File: src/rtl/pwm_tmr_pkg.sv
package pwm_tmr_pkg;

    typedef enum logic [1:0] {
        ADDR_LIMIT = 2'd0,
        ADDR_CMP   = 2'd1,
        ADDR_CTL   = 2'd2,
        ADDR_CLR   = 2'd3
    } reg_addr_e;

    localparam int CTL_POL_BIT = 0;
    localparam int CTL_CIE_BIT = 1;
    localparam int CTL_OIE_BIT = 2;

    localparam int CLR_CMP_BIT = 0;
    localparam int CLR_OVF_BIT = 1;

endpackage

File: src/rtl/pwm_tmr_regs.sv
module pwm_tmr_regs
    import pwm_tmr_pkg::*;
#(
    parameter int CNT_W = 16
) (
    input  logic             clk,
    input  logic             rst_n,
    input  logic             wr_en,
    input  logic [1:0]       wr_addr,
    input  logic [CNT_W-1:0] wr_data,
    output logic [CNT_W-1:0] limit_o,
    output logic [CNT_W-1:0] cmp_o,
    output logic             pol_o,
    output logic             cie_o,
    output logic             oie_o,
    output logic             clr_cmp_o,
    output logic             clr_ovf_o
);

    typedef struct packed {
        logic [CNT_W-1:0] limit;
        logic [CNT_W-1:0] cmpv;
        logic             pol;
        logic             cie;
        logic             oie;
    } regs_t;

    regs_t st_d, st_q;
    reg_addr_e addr;

    always_comb begin
        st_d      = st_q;
        addr      = reg_addr_e'(wr_addr);
        clr_cmp_o = 1'b0;
        clr_ovf_o = 1'b0;
        if (wr_en) begin
            case (addr)
                ADDR_LIMIT: st_d.limit = wr_data;
                ADDR_CMP:   st_d.cmpv  = wr_data;
                ADDR_CTL: begin
                    st_d.pol = wr_data[CTL_POL_BIT];
                    st_d.cie = wr_data[CTL_CIE_BIT];
                    st_d.oie = wr_data[CTL_OIE_BIT];
                end
                ADDR_CLR: begin
                    clr_cmp_o = wr_data[CLR_CMP_BIT];
                    clr_ovf_o = wr_data[CLR_OVF_BIT];
                end
                default: ;
            endcase
        end
    end

    always_ff @(posedge clk or negedge rst_n) begin
        if (!rst_n) begin
            st_q.limit <= '1;
            st_q.cmpv  <= '0;
            st_q.pol   <= 1'b0;
            st_q.cie   <= 1'b0;
            st_q.oie   <= 1'b0;
        end else begin
            st_q <= st_d;
        end
    end

    assign limit_o = st_q.limit;
    assign cmp_o   = st_q.cmpv;
    assign pol_o   = st_q.pol;
    assign cie_o   = st_q.cie;
    assign oie_o   = st_q.oie;

endmodule

File: src/rtl/pwm_tmr_counter.sv
module pwm_tmr_counter #(
    parameter int CNT_W = 16
) (
    input  logic             clk,
    input  logic             rst_n,
    input  logic [CNT_W-1:0] limit_i,
    input  logic [CNT_W-1:0] cmp_i,
    output logic [CNT_W-1:0] count_o,
    output logic             wrap_o,
    output logic             match_o
);

    localparam logic [CNT_W-1:0] ONE = CNT_W'(1);

    typedef struct packed {
        logic [CNT_W-1:0] cnt;
    } cnt_t;

    cnt_t st_d, st_q;
    logic [CNT_W-1:0] cnt_inc;

    always_comb begin
        st_d    = st_q;
        cnt_inc = st_q.cnt + ONE;
        wrap_o  = (st_q.cnt == limit_i);
        // match means the counter is about to land on the compare value
        match_o = !wrap_o && (cnt_inc == cmp_i);
        if (wrap_o) begin
            st_d.cnt = '0;
        end else begin
            st_d.cnt = cnt_inc;
        end
    end

    always_ff @(posedge clk or negedge rst_n) begin
        if (!rst_n) begin
            st_q.cnt <= '0;
        end else begin
            st_q <= st_d;
        end
    end

    assign count_o = st_q.cnt;

endmodule

File: src/rtl/pwm_tmr_output.sv
module pwm_tmr_output #(
    parameter int CNT_W = 16
) (
    input  logic             clk,
    input  logic             rst_n,
    input  logic             wrap_i,
    input  logic             match_i,
    input  logic [CNT_W-1:0] cmp_i,
    input  logic             pol_i,
    input  logic             cie_i,
    input  logic             oie_i,
    input  logic             clr_cmp_i,
    input  logic             clr_ovf_i,
    output logic             lvl_o,
    output logic             pwm_o,
    output logic             cmp_flag_o,
    output logic             ovf_flag_o,
    output logic             irq_o
);

    typedef struct packed {
        logic lvl;
        logic cmp_flag;
        logic ovf_flag;
    } out_t;

    out_t st_d, st_q;

    always_comb begin
        st_d = st_q;
        // wrap wins over match; a zero compare keeps the pin inactive
        if (wrap_i) begin
            st_d.lvl = (cmp_i != '0);
        end else if (match_i) begin
            st_d.lvl = 1'b0;
        end
        // set has priority over a clear strobe on the same clock
        st_d.cmp_flag = match_i || (st_q.cmp_flag && !clr_cmp_i);
        st_d.ovf_flag = wrap_i  || (st_q.ovf_flag && !clr_ovf_i);
    end

    always_ff @(posedge clk or negedge rst_n) begin
        if (!rst_n) begin
            st_q <= '0;
        end else begin
            st_q <= st_d;
        end
    end

    assign lvl_o      = st_q.lvl;
    assign pwm_o      = st_q.lvl ^ pol_i;
    assign cmp_flag_o = st_q.cmp_flag;
    assign ovf_flag_o = st_q.ovf_flag;
    assign irq_o      = (st_q.cmp_flag && cie_i) || (st_q.ovf_flag && oie_i);

endmodule

File: src/rtl/pwm_timer_chan.sv
module pwm_timer_chan #(
    parameter int CNT_W = 16
) (
    input  logic             clk,
    input  logic             rst_n,
    input  logic             wr_en,
    input  logic [1:0]       wr_addr,
    input  logic [CNT_W-1:0] wr_data,
    output logic [CNT_W-1:0] count_o,
    output logic             pwm_o,
    output logic             cmp_flag_o,
    output logic             ovf_flag_o,
    output logic             irq_o
);

    logic [CNT_W-1:0] limit_w;
    logic [CNT_W-1:0] cmp_w;
    logic             pol_w;
    logic             cie_w;
    logic             oie_w;
    logic             clr_cmp_w;
    logic             clr_ovf_w;
    logic             wrap_w;
    logic             match_w;
    logic             lvl_w;

    pwm_tmr_regs #(.CNT_W(CNT_W)) regs_i (
        .clk       (clk),
        .rst_n     (rst_n),
        .wr_en     (wr_en),
        .wr_addr   (wr_addr),
        .wr_data   (wr_data),
        .limit_o   (limit_w),
        .cmp_o     (cmp_w),
        .pol_o     (pol_w),
        .cie_o     (cie_w),
        .oie_o     (oie_w),
        .clr_cmp_o (clr_cmp_w),
        .clr_ovf_o (clr_ovf_w)
    );

    pwm_tmr_counter #(.CNT_W(CNT_W)) cnt_i (
        .clk     (clk),
        .rst_n   (rst_n),
        .limit_i (limit_w),
        .cmp_i   (cmp_w),
        .count_o (count_o),
        .wrap_o  (wrap_w),
        .match_o (match_w)
    );

    pwm_tmr_output #(.CNT_W(CNT_W)) out_i (
        .clk        (clk),
        .rst_n      (rst_n),
        .wrap_i     (wrap_w),
        .match_i    (match_w),
        .cmp_i      (cmp_w),
        .pol_i      (pol_w),
        .cie_i      (cie_w),
        .oie_i      (oie_w),
        .clr_cmp_i  (clr_cmp_w),
        .clr_ovf_i  (clr_ovf_w),
        .lvl_o      (lvl_w),
        .pwm_o      (pwm_o),
        .cmp_flag_o (cmp_flag_o),
        .ovf_flag_o (ovf_flag_o),
        .irq_o      (irq_o)
    );

endmodule

File: config.mk
export PLATFORM = sky130hd
export DESIGN_NAME = pwm_timer_chan
export DESIGN_NICKNAME = d
export VERILOG_FILES = /design/src/rtl/pwm_tmr_pkg.sv /design/src/rtl/pwm_tmr_regs.sv /design/src/rtl/pwm_tmr_counter.sv /design/src/rtl/pwm_tmr_output.sv /design/src/rtl/pwm_timer_chan.sv
export SDC_FILE = /design/constraint.sdc
export NUM_CORES = 1
export LEC_CHECK = 0
export ABC_AREA = 1
export BUFFER_PORTS_ARGS = -buffer_cell sky130_fd_sc_hd__buf_4
export CORE_MARGIN = 2
export CORE_UTILIZATION = 35
export CTS_BUF_LIST = sky130_fd_sc_hd__clkbuf_4 sky130_fd_sc_hd__clkbuf_8
export CTS_CLUSTER_DIAMETER = 60
export DETAILED_ROUTE_END_ITERATION = 8
export GPL_ROUTABILITY_DRIVEN = 0
export GPL_TIMING_DRIVEN = 0
export PLACE_DENSITY_LB_ADDON = 0.05
export SKIP_CTS_REPAIR_TIMING = 1
export SYNTH_ARGS = -nofsm -noshare
export SYNTH_HDL_FRONTEND = slang
export SYNTH_SLANG_ARGS = --single-unit
File: constraint.sdc
create_clock -name clk -period 2.6 [get_ports clk]
set_clock_uncertainty 0.2 [all_clocks]
set_input_delay 0 -clock clk [delete_from_list [all_inputs] [get_ports clk]]
set_output_delay 0 -clock clk [all_outputs]
set_load 0.02 [all_outputs]
==> impl_metrics.env <==
export IMPL_status="complete, no violations"
export IMPL_antenna_found_initial=0
export IMPL_synth_largest_area_cell="dfrtp_1"
export IMPL_synth_most_common_cell="nand2_1"
export IMPL_fin_util=0.451
export IMPL_dp_slack_ns=0.218
export IMPL_htree_num_levels=2
export IMPL_final_area_mm2=0.00369
export IMPL_hold_violations=0
export IMPL_cp_required_ns=2.59
export IMPL_synth_commonest_cells="nand2_1 (106), inv_1 (52), dfrtp_1 (38)"
export IMPL_p_int_mw=1.64
export IMPL_p_sw_frac=0.385
export IMPL_vias=2669
export IMPL_ys_warn_count=0
export IMPL_grt_setup_unrepaired="no"
export IMPL_synth_seq_area_share=0.465
export IMPL_ys_types=27
export IMPL_power_switching_mw=1.02
export IMPL_hpwlAfterDp_mm=5.86
export IMPL_clk_path_buf_depth=2
export IMPL_ys_ff_latch=54
export IMPL_fmax_ghz=0.432
export IMPL_p_leak_nw=1.80
export IMPL_syn_inst=385
export IMPL_syn_num_nets=407
export IMPL_grt_pass1_wl_mm=13.1
export IMPL_cts_buffers=5
export IMPL_grt_usage=0.189
export IMPL_dr_pass1_iters=5
export IMPL_arrival_ns=2.30
export IMPL_cp_start_kind="flip-flop"
export IMPL_wl_per_cell_um=14.4
export IMPL_cp_end_kind="flip-flop"
export IMPL_multi_input_area_mm2=0.00134
export IMPL_grt_max_degree=55
export IMPL_regArea_mm2=0.00137
export IMPL_num_rows=33
export IMPL_cp_max_fo=10
export IMPL_criticalPathCategory="flip-flop to flip-flop"
export IMPL_nets=475
export IMPL_cts_tree="done"
export IMPL_fin_crit_ns=2.32
export IMPL_synth_ff_type="dfrtp_1"
export IMPL_dieWidth_um=95.8
export IMPL_clk_pin_slew_worst_paths_ns=0.10
export IMPL_core_area_mm2=0.00818
export IMPL_tightest_slew_ns=0.731
export IMPL_dieArea_mm2=0.00918
export IMPL_postRouteAntennaNets=0
export IMPL_io_pins=41
export IMPL_cts_sinks=54
export IMPL_fillers=846
export IMPL_grt_pass1_vias=2525
export IMPL_syn_area_per_cell_um2=7.67
export IMPL_async_reset_ff_frac=1.00
export IMPL_first_iter_violations=123
export IMPL_drc_errors=0
export IMPL_synth_top_area_frac=0.322
export IMPL_initial_core_util=0.361
export IMPL_slew_violations=0
export IMPL_drv_cap=0
export IMPL_setup_viol=0
export IMPL_combPwrFrac=0.355
export IMPL_slew_headroom=0.513
export IMPL_port_buffers=40
export IMPL_root_buffer="clkbuf_8"
export IMPL_drive_gt1_frac=0.174
export IMPL_finalCritPeriodShare=0.891
export IMPL_p_seq_frac=0.456
export IMPL_p_per_area_mw_per_mm2=722
export IMPL_place_area_mm2=0.00338
export IMPL_setup_ws_ns=0.283
export IMPL_fin_tns_setup_ns=0
export IMPL_overflow=0
export IMPL_ir_worst_vdd_uv=328
export IMPL_vias_per_cell=4.77
export IMPL_synth_area_leaders="dfrtp_1 (32%), dfstp_2 (14%), nand2_1 (13%)"
export IMPL_pwr_share_clk=0.189
export IMPL_areaGrowthSynthToFinish_pct=25.0
export IMPL_synth_edff_count=0
export IMPL_n_antenna_cell=0
export IMPL_routed_wl_mm=8.03
export IMPL_netlist_area_mm2=0.00295
export IMPL_min_delay_path_class="input pin to async pin"
export IMPL_clock_latency_ns=0.30
export IMPL_die_y_um=95.8
path summary, 6_finish.rpt:
path	startpoint	endpoint	slack [ns]	depth (start not counted)
setup / recovery	cnt_i.count_o[10]	cnt_i.count_o[15]	0.28	7
hold / removal	rst_n	cnt_i.count_o[2]	0.07	2
setup reg to reg	cnt_i.count_o[10]	cnt_i.count_o[15]	0.28	7
hold reg to reg	regs_i.limit_o[0]	regs_i.limit_o[0]	0.30	2
max in group asynchronous	rst_n	cnt_i.count_o[13]	1.62	2
min in group clk	wr_data[9]	regs_i.limit_o[9]	0.29	4
sequential cells by signal (all words and copies together), names as in the netlist:
register	flops
regs_i.oie_o	1
cnt_i.count_o	16
out_i.cmp_flag_o	1
regs_i.cie_o	1
out_i.ovf_flag_o	1
regs_i.limit_o	16
regs_i.pol_o	1
out_i.lvl_o	1
regs_i.cmp_o	16
cell type report:
type,count,area share
flip-flops and latches,54,0.372
multi-input cells,269,0.364
repair buffers,61,0.138
inverters,53,0.0539
well taps,105,0.0356
clock buffers,7,0.0244
plain buffers,9,0.0102
clock inverters,1,0.00136
through the flow:
| stage | std cells | hold slack, ns | power, mW |
|---|---|---|---|
| floorplan | 385 | -0.496 | 1.82 |
| global placement | 530 | -0.0873 | 2.14 |
| detailed placement | 530 | -0.0930 | 2.15 |
| CTS | 538 | -0.430 | 2.67 |
| global route | 559 | 0.165 | 2.87 |
| finish | 559 | 0.0675 | 2.66 |
power groups by stage:
stage                     registers (mW)  clock network (mW)  logic (mW)
after CTS                           1.21               0.531       0.929
after detailed placement            1.23                   0       0.923
after global placement              1.23                   0       0.914
final                               1.21               0.503       0.946
after global routing                1.24               0.564        1.07
after floorplan                     1.24                   0       0.583
cells by family (layout without fill, tap and decap cells):
logic type | count (synthesis) | after routing | share of synthesized area
compound gates | 50 | 50 | 0.0882
xor+xnor | 21 | 21 | 0.0674
fa+ha+maj | 1 | 1 | 0.00424
buf+inv | 62 | 131 | 0.0801
flops | 54 | 54 | 0.465
simple gates | 197 | 197 | 0.295
cell usage in the layout, fill, tap and decap left out, types with 2 or more instances in the layout:
| master | instances |
|---|---|
| dfstp_2 | 16 |
| a21oi_1 | 9 |
| buf_2 | 3 |
| nand2_1 | 106 |
| inv_1 | 52 |
| nor2_4 | 4 |
| buf_4 | 40 |
| nand3b_1 | 2 |
| nor2_2 | 4 |
| xor2_1 | 11 |
| xnor2_1 | 9 |
| nor2_1 | 29 |
| nor4_1 | 2 |
| dlygate4sd3_1 | 21 |
| nand2_2 | 2 |
| nand3_1 | 35 |
| nor3_1 | 2 |
| clkbuf_1 | 6 |
| o21ai_0 | 37 |
| dfrtp_1 | 37 |
| nand4_1 | 10 |
| clkbuf_8 | 6 |
critical path, stage by stage (launching register included):
cell,delay (ns)
dfrtp_1,0.38
buf_2,0.17
xor2_1,0.15
nor3b_1,0.24
nand4_1,0.14
nor2_2,0.46
buf_2,0.37
nor2_1,0.07
per-layer routing:
metal / share of wire / up-vias / wire (um) / global-route usage
met5: 0 / - / 0 / 0
met4: 0.0039 / 0 / 31 / 0.0310
met3: 0.038 / 2 / 308 / 0.0321
met2: 0.45 / 54 / 3630 / 0.294
met1: 0.51 / 1247 / 4060 / 0.280
li1: - / 1366 / - / -
No activity file was read; power rests on OpenSTA's default activity.
